==> config.mk <==
export PLATFORM = sky130hd
export DESIGN_NAME = mwsub_unit
export DESIGN_NICKNAME = d
export VERILOG_FILES = /design/src/rtl/mwsub_pkg.sv /design/src/rtl/mwsub_ctrl.sv /design/src/rtl/mwsub_align.sv /design/src/rtl/mwsub_alu.sv /design/src/rtl/mwsub_unit.sv
export SDC_FILE = /design/constraint.sdc
export NUM_CORES = 1
export LEC_CHECK = 0
export BUFFER_PORTS_ARGS = -buffer_cell sky130_fd_sc_hd__buf_2
export CAP_MARGIN = 10
export CORE_MARGIN = 2
export CORE_UTILIZATION = 30
export CTS_BUF_LIST = sky130_fd_sc_hd__clkbuf_4 sky130_fd_sc_hd__clkbuf_8
export CTS_CLUSTER_SIZE = 12
export DETAILED_ROUTE_END_ITERATION = 10
export PLACE_DENSITY = 0.47
export SYNTH_ARGS = -nofsm -noshare
export SYNTH_HDL_FRONTEND = slang
export SYNTH_HIERARCHICAL = 1
export SYNTH_SLANG_ARGS = --single-unit
==> constraint.sdc <==
create_clock -name clk -period 4.7 [get_ports clk]
set_clock_uncertainty 0.15 [all_clocks]
set_input_delay 0.47 -clock clk [delete_from_list [all_inputs] [get_ports clk]]
set_output_delay 0.47 -clock clk [all_outputs]
set_load 0.05 [all_outputs]
==> src/rtl/mwsub_pkg.sv <==
package mwsub_pkg;

    typedef enum logic [2:0] {
        SEL_X0  = 3'd0,
        SEL_Y0  = 3'd1,
        SEL_Y1  = 3'd2,
        SEL_Y   = 3'd3,
        SEL_A   = 3'd4,
        SEL_B   = 3'd5,
        SEL_NA6 = 3'd6,
        SEL_NA7 = 3'd7
    } rsel_e;

    typedef enum logic [1:0] {
        OPW_16,
        OPW_32,
        OPW_FULL
    } opw_e;

    typedef enum logic [1:0] {
        ST_IDLE,
        ST_CALC,
        ST_DONE
    } st_e;

    localparam int FLG_W  = 5;
    localparam int FB_BRW = 0;
    localparam int FB_OVF = 1;
    localparam int FB_ZER = 2;
    localparam int FB_NEG = 3;
    localparam int FB_EXT = 4;

endpackage

==> src/rtl/mwsub_ctrl.sv <==
module mwsub_ctrl
    import mwsub_pkg::*;
(
    input  logic  clk,
    input  logic  rst,
    input  logic  start,
    input  rsel_e src_sel,
    input  rsel_e dst_sel,
    output rsel_e src_q,
    output rsel_e dst_q,
    output logic  commit,
    output logic  done
);

    st_e  state, state_nx;
    logic accept;

    assign accept = start && (state == ST_IDLE || state == ST_DONE);

    // state register
    always_ff @(posedge clk) begin
        if (rst) state <= ST_IDLE;
        else     state <= state_nx;
    end

    // operand selects are latched on accept only
    always_ff @(posedge clk) begin
        if (rst) begin
            src_q <= SEL_X0;
            dst_q <= SEL_X0;
        end else if (accept) begin
            src_q <= src_sel;
            dst_q <= dst_sel;
        end
    end

    // next state
    always_comb begin
        state_nx = state;
        unique case (state)
            ST_IDLE: if (start) state_nx = ST_CALC;
            ST_CALC: state_nx = ST_DONE;
            ST_DONE: state_nx = start ? ST_CALC : ST_IDLE;
            default: state_nx = ST_IDLE;
        endcase
    end

    // outputs
    always_comb begin
        commit = (state == ST_CALC);
        done   = (state == ST_DONE);
    end

    assert_done_from_start_R2: assert property (@(posedge clk) disable iff (rst)
        done |-> $past(start, 2));

    assert_done_single_R2: assert property (@(posedge clk) disable iff (rst)
        done |=> !done);

endmodule

==> src/rtl/mwsub_align.sv <==
module mwsub_align
    import mwsub_pkg::*;
#(
    parameter  int EXT_W  = 4,
    parameter  int WORD_W = 16,
    localparam int LONG_W = 2 * WORD_W,
    localparam int ACC_W  = EXT_W + LONG_W
)(
    input  rsel_e              src,
    input  rsel_e              dst,
    input  logic [WORD_W-1:0]  x0,
    input  logic [WORD_W-1:0]  y0,
    input  logic [WORD_W-1:0]  y1,
    input  logic [ACC_W-1:0]   acc_a,
    input  logic [ACC_W-1:0]   acc_b,
    output logic [ACC_W-1:0]   d_op,
    output logic [ACC_W-1:0]   s_op,
    output opw_e               opw,
    output logic               legal
);

    logic [WORD_W-1:0] s_word, d_word;
    logic [ACC_W-1:0]  s_acc, d_acc;
    logic              s_is_word, s_is_y, s_is_acc;

    always_comb begin
        s_is_word = (src == SEL_X0) || (src == SEL_Y0) || (src == SEL_Y1);
        s_is_y    = (src == SEL_Y);
        s_is_acc  = (src == SEL_A) || (src == SEL_B);
        s_word    = (src == SEL_X0) ? x0 : (src == SEL_Y0) ? y0 : y1;
        d_word    = (dst == SEL_X0) ? x0 : (dst == SEL_Y0) ? y0 : y1;
        s_acc     = (src == SEL_A) ? acc_a : acc_b;
        d_acc     = (dst == SEL_A) ? acc_a : acc_b;
    end

    always_comb begin
        legal = 1'b1;
        opw   = OPW_FULL;
        d_op  = '0;
        s_op  = '0;
        unique case (dst)
            SEL_A, SEL_B: begin
                opw  = OPW_FULL;
                d_op = d_acc;
                if (s_is_word)
                    s_op = {{EXT_W{s_word[WORD_W-1]}}, s_word, {WORD_W{1'b0}}};
                else if (s_is_y)
                    s_op = {{EXT_W{y1[WORD_W-1]}}, y1, y0};
                else if (s_is_acc)
                    s_op = s_acc;
                else
                    legal = 1'b0;
            end
            SEL_Y: begin
                opw  = OPW_32;
                d_op = {{EXT_W{1'b0}}, y1, y0};
                if (s_is_word)
                    s_op = {{EXT_W{1'b0}}, s_word, {WORD_W{1'b0}}};
                else if (s_is_y)
                    s_op = {{EXT_W{1'b0}}, y1, y0};
                else if (s_is_acc)
                    s_op = {{EXT_W{1'b0}}, s_acc[LONG_W-1:0]};
                else
                    legal = 1'b0;
            end
            SEL_X0, SEL_Y0, SEL_Y1: begin
                opw  = OPW_16;
                d_op = {{(ACC_W-WORD_W){1'b0}}, d_word};
                if (s_is_word)
                    s_op = {{(ACC_W-WORD_W){1'b0}}, s_word};
                else if (s_is_acc)
                    s_op = {{(ACC_W-WORD_W){1'b0}}, s_acc[LONG_W-1:WORD_W]};
                else
                    legal = 1'b0;
            end
            default: legal = 1'b0;
        endcase
    end

endmodule

==> src/rtl/mwsub_alu.sv <==
module mwsub_alu
    import mwsub_pkg::*;
#(
    parameter  int EXT_W  = 4,
    parameter  int WORD_W = 16,
    localparam int LONG_W = 2 * WORD_W,
    localparam int ACC_W  = EXT_W + LONG_W
)(
    input  logic [ACC_W-1:0] d_op,
    input  logic [ACC_W-1:0] s_op,
    input  opw_e             opw,
    output logic [ACC_W-1:0] res,
    output logic [FLG_W-1:0] flg
);

    logic [ACC_W:0] diff;
    logic dm, sm, rm, brw, zr, ext;

    always_comb begin
        diff = {1'b0, d_op} - {1'b0, s_op};
        res  = diff[ACC_W-1:0];
        unique case (opw)
            OPW_16: begin
                dm  = d_op[WORD_W-1];
                sm  = s_op[WORD_W-1];
                rm  = diff[WORD_W-1];
                brw = diff[WORD_W];
                zr  = (diff[WORD_W-1:0] == '0);
                ext = 1'b0;
            end
            OPW_32: begin
                dm  = d_op[LONG_W-1];
                sm  = s_op[LONG_W-1];
                rm  = diff[LONG_W-1];
                brw = diff[LONG_W];
                zr  = (diff[LONG_W-1:0] == '0);
                ext = 1'b0;
            end
            default: begin
                dm  = d_op[ACC_W-1];
                sm  = s_op[ACC_W-1];
                rm  = diff[ACC_W-1];
                brw = diff[ACC_W];
                zr  = (diff[ACC_W-1:0] == '0);
                ext = (diff[ACC_W-1:LONG_W] != {EXT_W{diff[LONG_W-1]}});
            end
        endcase
        flg         = '0;
        flg[FB_NEG] = rm;
        flg[FB_ZER] = zr;
        flg[FB_OVF] = (dm ^ sm) & (rm ^ dm);
        flg[FB_BRW] = brw;
        flg[FB_EXT] = ext;
    end

endmodule

==> src/rtl/mwsub_unit.sv <==
module mwsub_unit
    import mwsub_pkg::*;
#(
    parameter  int EXT_W  = 4,
    parameter  int WORD_W = 16,
    localparam int LONG_W = 2 * WORD_W,
    localparam int ACC_W  = EXT_W + LONG_W
)(
    input  logic              clk,
    input  logic              rst,
    input  logic              start,
    input  logic [2:0]        src_sel,
    input  logic [2:0]        dst_sel,
    input  logic              ld_en,
    input  logic [2:0]        ld_sel,
    input  logic [ACC_W-1:0]  ld_data,
    output logic              done,
    output logic [FLG_W-1:0]  flags,
    output logic [WORD_W-1:0] x0_q,
    output logic [WORD_W-1:0] y0_q,
    output logic [WORD_W-1:0] y1_q,
    output logic [ACC_W-1:0]  a_q,
    output logic [ACC_W-1:0]  b_q
);

    rsel_e            src_q, dst_q;
    logic             commit, legal;
    logic [ACC_W-1:0] d_op, s_op, res;
    logic [FLG_W-1:0] flg_nx;
    opw_e             opw;

    mwsub_ctrl u_ctrl (
        .clk     (clk),
        .rst     (rst),
        .start   (start),
        .src_sel (rsel_e'(src_sel)),
        .dst_sel (rsel_e'(dst_sel)),
        .src_q   (src_q),
        .dst_q   (dst_q),
        .commit  (commit),
        .done    (done)
    );

    mwsub_align #(.EXT_W(EXT_W), .WORD_W(WORD_W)) u_align (
        .src   (src_q),
        .dst   (dst_q),
        .x0    (x0_q),
        .y0    (y0_q),
        .y1    (y1_q),
        .acc_a (a_q),
        .acc_b (b_q),
        .d_op  (d_op),
        .s_op  (s_op),
        .opw   (opw),
        .legal (legal)
    );

    mwsub_alu #(.EXT_W(EXT_W), .WORD_W(WORD_W)) u_alu (
        .d_op (d_op),
        .s_op (s_op),
        .opw  (opw),
        .res  (res),
        .flg  (flg_nx)
    );

    // register file: load first, commit last so the commit wins on overlap
    always_ff @(posedge clk) begin
        if (rst) begin
            x0_q  <= '0;
            y0_q  <= '0;
            y1_q  <= '0;
            a_q   <= '0;
            b_q   <= '0;
            flags <= '0;
        end else begin
            if (ld_en) begin
                case (rsel_e'(ld_sel))
                    SEL_X0: x0_q <= ld_data[WORD_W-1:0];
                    SEL_Y0: y0_q <= ld_data[WORD_W-1:0];
                    SEL_Y1: y1_q <= ld_data[WORD_W-1:0];
                    SEL_Y: begin
                        y1_q <= ld_data[LONG_W-1:WORD_W];
                        y0_q <= ld_data[WORD_W-1:0];
                    end
                    SEL_A:  a_q <= ld_data;
                    SEL_B:  b_q <= ld_data;
                    default: ;
                endcase
            end
            if (commit && legal) begin
                case (dst_q)
                    SEL_X0: x0_q <= res[WORD_W-1:0];
                    SEL_Y0: y0_q <= res[WORD_W-1:0];
                    SEL_Y1: y1_q <= res[WORD_W-1:0];
                    SEL_Y: begin
                        y1_q <= res[LONG_W-1:WORD_W];
                        y0_q <= res[WORD_W-1:0];
                    end
                    SEL_A:  a_q <= res;
                    SEL_B:  b_q <= res;
                    default: ;
                endcase
                flags <= flg_nx;
            end
        end
    end

    assert_low_word_kept_R3: assert property (@(posedge clk) disable iff (rst)
        (commit && legal && dst_q == SEL_A && !ld_en &&
         (src_q == SEL_X0 || src_q == SEL_Y0 || src_q == SEL_Y1))
        |=> $stable(a_q[WORD_W-1:0]));

    assert_word_dest_only_R6: assert property (@(posedge clk) disable iff (rst)
        (commit && legal && dst_q == SEL_X0 && !ld_en)
        |=> ($stable(a_q) && $stable(b_q) && $stable(y0_q) && $stable(y1_q)));

    assert_zero_flag_R8: assert property (@(posedge clk) disable iff (rst)
        (commit && legal && dst_q == SEL_X0)
        |=> (flags[FB_ZER] == (x0_q == '0)));

    assert_ext_flag_narrow_R9: assert property (@(posedge clk) disable iff (rst)
        (commit && legal && dst_q != SEL_A && dst_q != SEL_B)
        |=> !flags[FB_EXT]);

    assert_illegal_hold_R10: assert property (@(posedge clk) disable iff (rst)
        (commit && !legal && !ld_en)
        |=> ($stable(flags) && $stable(x0_q) && $stable(y0_q) && $stable(y1_q)
             && $stable(a_q) && $stable(b_q)));

endmodule

==> impl_metrics.csv, run 1 <==
group,metric,value,unit
grt,antenna_found_initial,0,
clock_tree,cts_buffer_depth,2,
logic_synthesis,synth_top_cell_area_share,22.3,%
sta,fin_hold_ws,0.0630,ns
power_and_ir_drop,ir_drop,0.174,mV
placed_design,place_area,15300,µm²
setup_path,path_delay_family,"simple AND/OR/NAND/NOR gates",
setup_path,cp_max_fo,7,
setup_path,cp_slowest_stage_delay,0.54,ns
logic_synthesis,yosys-top-cells-area,"dfxtp_1 22%, mux2i_1 15%, a21oi_1 6.4%",
finish,syn2layout_area_growth,36.3,%
floorplanning,core-area,39500,µm²
grt,track_usage,27.1,%
finish,finalNonFillerCells,2436,
drt,drtAntennaViolNets,0,
grt,grt_start_max_net_pins,56,
logic_synthesis,yosysSeqAreaShare,22.3,%
power_and_ir_drop,clkPwrFrac,22.3,%
setup_path,path_common_cell,"or4_4",
flow_run,drv_cap,0,
drt,num_vias,13546,
setup_path,cp.depth,20,
logic_synthesis,synth_cell_types,91,
power_and_ir_drop,seqPwrFrac,23.0,%
logic_synthesis,synth_edf_count,0,
logic_synthesis,synthesis.nets,1583,
power_and_ir_drop,pwr-share-comb,54.7,%
finish,finalNetCount,1984,
status,violations,"setup timing",
floorplanning,die_area,41400,µm²
setup_path,critPathArrivalTime,5.33,ns
min_path,hold_depth,3,
logic_synthesis,yosysMostFrequentCell,"mux2i_1",
sta,final-setup-viol-count,1,
floorplanning,rows,73,
drt,dr.first_iter.drc_count,1293,
setup_path,cp_data_required_time,5.00,ns
sta,timing.final.ws_setup,-0.322,ns
placed_design,dp_cells,2388,
sta,rsz0062_at_grt,"true",
logic_synthesis,avgSynthCellArea,7.97,µm²
setup_path,startpoint_type,"flop",
sta,post-route-min-period,5.02,ns
status,status,"finished, violations left",
finish,ff_latch_area,2680,µm²
clock_tree,clock_sinks,133,
sta,max_freq,0.199,GHz
setup_path,worstPathBufferInverterCount,4,
sta,relSlewSlack,13.4,%
setup_path,slowest_stage,"or4_4",
placed_design,gp_congestion,0.974,
drt,drc_errors,0,
power_and_ir_drop,p_switching,2290,µW
clock_tree,cts_hold_buf,0,
sta,fin_setup_tns,-0.322,ns
grt,grt_first_pass_wirelength,84.4,mm
setup_path,reg2reg_depth,20,
placed_design,dpl.hpwl,43.8,mm
placed_design,portBuffers,174,
finish,multi_input_comb_area,8620,µm²
logic_synthesis,ys_warn_count,6,
power_and_ir_drop,leakage,0.00704,µW
clock_tree,cts-buffers-inserted,17,
logic_synthesis,ys_top_cells_by_count,"184 x mux2i_1, 153 x a21oi_1, 151 x nand2_1",
clock_tree,cts_root_buf,"clkbuf_8",
clock_tree,htreeDepth,4,
finish,drive_above_1_share,35.5,%
setup_path,path_cells,"buf_12 > buf_16 > o21a_1 > nor2_4 > a32oi_1 > nor2_1 > ha_2 > inv_2 > fa_2 > a21o_1 > a221oi_4 > buf_4 > xnor2_2 > or4_4 > or4_4 > or4_4 > or4_4 > a21oi_1 > nand3_1 > a21oi_1",
floorplanning,die_w,203,µm
sta,tightestPinTransition,1.30,ns
power_and_ir_drop,power_density,332,nW/µm²
logic_synthesis,syn-cell-area,11900,µm²
drt,vias_per_cell,5.56,
drt,routed_wl,56.9,mm
drt,drtPass1Iterations,5,
logic_synthesis,synth_ff_type,"dfxtp_1",
grt,grt_pass1_vias,13044,
clock_tree,clk_latency,0.53,ns
drt,post_drt_wl_per_cell,23.4,µm
setup_path,worstSetupPathType,"reg -> reg",
logic_synthesis,synth_cells,1497,
finish,fill_cells,4088,
sta,slew_violations,0,
power_and_ir_drop,p_int,3100,µW
floorplanning,io_pins,175,
clock_tree,clk_pin_slew,0.09,ns
logic_synthesis,async_flop_share,0,%
grt,grt-ovfl-total,0,
floorplanning,chipHeight,203,µm
sta,fin_crit_sh,107,%
floorplanning,initial_core_util,30.2,%
clock_tree,tritoncts,"built",
sta,hold_viol_final,0,
logic_synthesis,synth.largest_area_cell,"dfxtp_1",
setup_path,end_kind,"flop",
finish,insertedDiodeCount,0,
logic_synthesis,ys_seq_elements,133,
min_path,hold_path_class,"in -> reg",
power_and_ir_drop,swShare,42.5,%
finish,design_area,16300,µm²
## sequential cells by signal, indices dropped and copies added, names as in the netlist
register and cells:
y1_q 16, a_q 36, b_q 36, x0_q 16
flags 5, u_ctrl/dst_q 3, u_ctrl/state 2, u_ctrl/src_q 3
y0_q 16
## kinds of logic (layout without fill, tap and decap cells)
logic type | after synthesis | after routing | synth area share (%)
XOR/XNOR | 25 | 25 | 1.83
AND/OR/NAND/NOR | 382 | 382 | 16.0
adder cells (fa/ha/maj) | 37 | 37 | 3.94
multiplexers | 225 | 225 | 19.3
AO/OA/AOI/OAI | 506 | 506 | 28.2
flip-flops | 133 | 133 | 22.3
buffers and inverters | 189 | 603 | 8.46
## per-layer routing
metal	routed length, µm	vias to the layer above	GRT usage [%]
met5	0	-	0
met2	25100	448	41.8
met1	27700	6660	40.0
met4	954	0	6.75
met3	3140	52	2.94
li1	-	6386	-
## area by class of cell
type / instances / area share, %
multi-input combinational: 1175 / 53.0
timing repair buffer: 516 / 22.4
sequential: 133 / 16.5
tap: 525 / 4.04
clock buffer: 18 / 1.48
clock inverter: 14 / 1.38
inverter: 55 / 1.28
## timing repair
item,in CTS,in global routing
pin swaps,7,16
cloned,1,0
endpoints found under the setup margin,14,17
setup buffers,10,5
gates resized for setup,27,60
## power groups by stage
stage	sequential, µW	clock [µW]	combinational (µW)
3_5_place_dp	1270	0	2700
3_3_place_gp	1270	0	2690
5_1_grt	1250	1260	3130
4_1_cts	1240	1230	2790
6_report	1240	1200	2950
2_1_floorplan	1430	0	1260
## through the flow
| step | total power, µW | setup slack, ns | utilization, % |
|---|---|---|---|
| after floorplan | 2690 | 0.000903 | - |
| after global routing | 5640 | -0.502 | 41.2 |
| after CTS | 5260 | -0.255 | 40.5 |
| final | 5400 | -0.322 | 41.2 |
| after global placement | 3960 | -0.367 | 38.8 |
| after detailed placement | 3970 | -0.384 | 38.8 |
## worst min-delay path: stages
cell and delay, ns:
buf_2 0.09, nand4bb_1 0.08, o21ai_1 0.06
## layout by cell type (no fill, tap or decap), types with 8 or more instances in the layout
cell type / Yosys / layout
buf_12: 2 / 13
nand3_1: 18 / 16
a21o_1: 19 / 19
o21a_1: 14 / 14
a311oi_1: 36 / 36
nor2_1: 69 / 68
nor3_1: 39 / 35
nand2_1: 151 / 151
xnor2_1: 17 / 15
a21oi_1: 153 / 139
ha_1: 36 / 32
clkbuf_8: 0 / 17
nor2b_1: 8 / 8
o31ai_1: 54 / 53
a32oi_1: 11 / 11
o21ai_1: 9 / 14
nand2b_1: 19 / 19
dfxtp_1: 133 / 128
o221ai_1: 9 / 9
o2111a_1: 15 / 15
o21ai_0: 93 / 85
o2bb2ai_1: 9 / 9
buf_2: 39 / 174
mux2i_1: 184 / 182
inv_1: 55 / 50
buf_4: 19 / 323
mux2_2: 41 / 40
a21oi_2: 2 / 14
o22ai_1: 16 / 14
## path summary, 6_finish.rpt
| kind | startpoint | endpoint | slack (ns) |
|---|---|---|---|
| min | dst_sel[0] | u_ctrl/dst_q[0] | 0.06 |
| max reg2reg | u_ctrl/src_q[0] | flags[2] | -0.32 |
| max | u_ctrl/src_q[0] | flags[2] | -0.32 |
| min reg2reg | flags[4] | flags[4] | 0.31 |
(Power assumes the default switching activity.)
==> inputs of run 2 (changes only) <==
--- a/config.mk
+++ b/config.mk
@@ -6,13 +6,12 @@
 export NUM_CORES = 1
 export LEC_CHECK = 0
 export BUFFER_PORTS_ARGS = -buffer_cell sky130_fd_sc_hd__buf_2
-export CAP_MARGIN = 10
-export CORE_MARGIN = 2
+export CAP_MARGIN = 25
 export CORE_UTILIZATION = 30
 export CTS_BUF_LIST = sky130_fd_sc_hd__clkbuf_4 sky130_fd_sc_hd__clkbuf_8
 export CTS_CLUSTER_SIZE = 12
 export DETAILED_ROUTE_END_ITERATION = 10
-export PLACE_DENSITY = 0.47
+export PLACE_DENSITY = 0.52
 export SYNTH_ARGS = -nofsm -noshare
 export SYNTH_HDL_FRONTEND = slang
 export SYNTH_HIERARCHICAL = 1
==> run 2 against run 1 <==
The flow still finishes with violations (setup timing). Clock power down 9%. Die area down 2.0%. Count of clock-buffer cells in the layout stayed put. First-iteration DRC count is 9.4% lower. Sequential power about the same. Sequential share of layout area increased by 0.19 points. Worst setup slack gained 0.085 ns. Combinational power decreased by 2%. Hold slack gained 0.024 ns. Global-route usage decreased by 0.20 points. Critical endpoint unchanged.
==> impl_metrics.csv, run 2 (synthesized netlist as in run 1, its figures left out) <==
group,metric,value,unit
status,status,"finished, violations left",
status,violations,"setup timing",
floorplanning,chipHeight,201,µm
power_and_ir_drop,pwr-share-comb,55.5,%
sta,final-setup-viol-count,4,
drt,drtPass1Iterations,5,
setup_path,cp_max_fo,21,
setup_path,path_common_cell,"buf_4",
setup_path,worstReg2RegStart,"u_ctrl/dst_q[0]",
grt,grt-ovfl-total,0,
clock_tree,cts-buffers-inserted,17,
finish,insertedDiodeCount,0,
clock_tree,cts_buffer_depth,2,
grt,track_usage,26.9,%
sta,relSlewSlack,28.9,%
setup_path,cp-startpoint,"u_ctrl/dst_q[0]",
finish,fin_util,41.3,%
sta,fin_setup_tns,-0.444,ns
drt,dr.first_iter.drc_count,1171,
drt,routed_wl,55.7,mm
floorplanning,io_pins,175,
clock_tree,tritoncts,"built",
floorplanning,die_area,40600,µm²
power_and_ir_drop,seqPwrFrac,23.7,%
min_path,hold_path_end,"a_q[35]",
setup_path,path_delay_family,"compound AO/OA/AOI/OAI gates",
placed_design,gp_congestion,0.977,
finish,layout_commonest_cell,"buf_4",
setup_path,startpoint_type,"flop",
min_path,hold_path_class,"in -> reg",
sta,max_freq,0.203,GHz
grt,antenna_found_initial,0,
sta,slew_violations,0,
sta,rsz0062_at_grt,"true",
power_and_ir_drop,clkPwrFrac,20.8,%
finish,drive_above_1_share,34.5,%
setup_path,critPathArrivalTime,5.22,ns
clock_tree,clock_sinks,133,
sta,post-route-min-period,4.94,ns
floorplanning,rows,72,
setup_path,worstPathBufferInverterCount,4,
clock_tree,clk_pin_slew,0.09,ns
power_and_ir_drop,p_int,2960,µW
setup_path,path_cells,"buf_4 > mux2i_1 > o221ai_1 > ha_1 > buf_4 > a21oi_1 > buf_4 > o21ai_0 > buf_4 > o211ai_1 > o311ai_0 > nor3b_1 > a221oi_1 > or4b_4 > nor4_4 > nand3_1 > a21oi_2 > nand3_1 > a21oi_1",
min_path,hold_depth,3,
drt,post_drt_wl_per_cell,22.9,µm
power_and_ir_drop,p_switching,2270,µW
placed_design,dp_cells,2386,
power_and_ir_drop,swShare,43.4,%
floorplanning,die_w,201,µm
placed_design,dpl.hpwl,42.6,mm
clock_tree,htreeDepth,4,
sta,hold_viol_final,0,
finish,top_regs,"a_q x36, b_q x36",
floorplanning,core-area,38900,µm²
drt,num_vias,13674,
setup_path,reg2reg_depth,19,
drt,drtAntennaViolNets,0,
sta,fin_hold_ws,0.0875,ns
grt,grt_start_max_net_pins,85,
finish,finalNetCount,1983,
clock_tree,clk_latency,0.51,ns
drt,vias_per_cell,5.63,
grt,grt_first_pass_wirelength,83.1,mm
finish,syn2layout_area_growth,34.6,%
sta,tightestPinTransition,1.07,ns
flow_run,drv_cap,0,
setup_path,worstSetupPathType,"reg -> reg",
setup_path,slowest_stage,"or4b_4",
finish,finalNonFillerCells,2428,
setup_path,end_kind,"flop",
floorplanning,initial_core_util,30.7,%
placed_design,portBuffers,174,
clock_tree,cts_root_buf,"clkbuf_8",
min_path,holdCritStartpoint,"ld_data[35]",
power_and_ir_drop,power_density,325,nW/µm²
sta,fin_crit_sh,105,%
grt,grt_pass1_vias,12862,
setup_path,reg2reg_slack,-0.24,ns
setup_path,cp_data_required_time,4.98,ns
drt,drc_errors,0,
finish,layout_common_cells,"326 x buf_4, 183 x mux2i_1, 174 x buf_2",
power_and_ir_drop,leakage,0.00698,µW
sta,timing.final.ws_setup,-0.237,ns
power_and_ir_drop,ir_drop,0.163,mV
setup_path,cp_slowest_stage_delay,0.52,ns
setup_path,reg2reg_to,"flags[2]",
clock_tree,cts_hold_buf,0,
run 2: changes by cell type in the layout (fill, tap and decap cells not counted), moves of 3 or more:
cell,previous run,this run
buf_4,323,326
a21oi_2,14,7
buf_12,13,9
o21ai_0,85,88
ha_1,32,35
o21ai_1,14,11
a21oi_1,139,148
run 2: cell type report:
type	count	area, µm²
Clock buffer	18	241
Clock inverter	14	174
Inverter	55	208
Tap cell	518	648
Sequential cell	133	2680
Multi-Input combinational cell	1175	8540
Timing Repair Buffer	515	3580
Fill cell	4086	22800
run 2: what timing repair did:
action,4_1_cts,5_1_grt
gates cloned,0,1
pin swaps,8,22
endpoints found under the setup margin,12,17
resized for setup,19,44
buffers inserted,5,5
run 2: through the flow:
| stage | power, µW | area (µm²) | setup WS [ns] |
|---|---|---|---|
| after floorplan | 2690 | 12000 | 0.000903 |
| after global placement | 3950 | 15300 | -0.322 |
| after detailed placement | 3950 | 15300 | -0.269 |
| after CTS | 5070 | 15800 | -0.166 |
| after global routing | 5460 | 16100 | -0.450 |
| final | 5220 | 16100 | -0.237 |
run 2: layer usage:
layer,up-vias,wire (µm),GRT usage (%)
li1,6401,-,-
met1,6647,26400,39.3
met2,556,24100,40.4
met3,70,4050,4.50
met4,0,1220,6.93
met5,-,0,0
run 2: power groups by stage:
stage / Clock [µW] / Combinational [µW] / Sequential [µW]
floorplan: 0 / 1260 / 1430
finish: 1090 / 2900 / 1240
global placement: 0 / 2680 / 1260
detailed placement: 0 / 2690 / 1260
CTS: 1100 / 2730 / 1230
global route: 1150 / 3060 / 1240
run 2: worst max-delay path by stage:
stage / end / depth (start not counted) / slack (ns)
3_5_place_dp: flags[2] / 18 / -0.27
2_1_floorplan: flags[2] / 23 / 0.0009
3_3_place_gp: flags[2] / 18 / -0.32
4_1_cts: flags[2] / 19 / -0.17
6_report: flags[2] / 19 / -0.24
5_1_grt: flags[2] / 21 / -0.45
run 2: tightest hold or removal path, stage by stage:
cell,delay (ns)
buf_2,0.10
nand2_1,0.05
a311oi_1,0.08
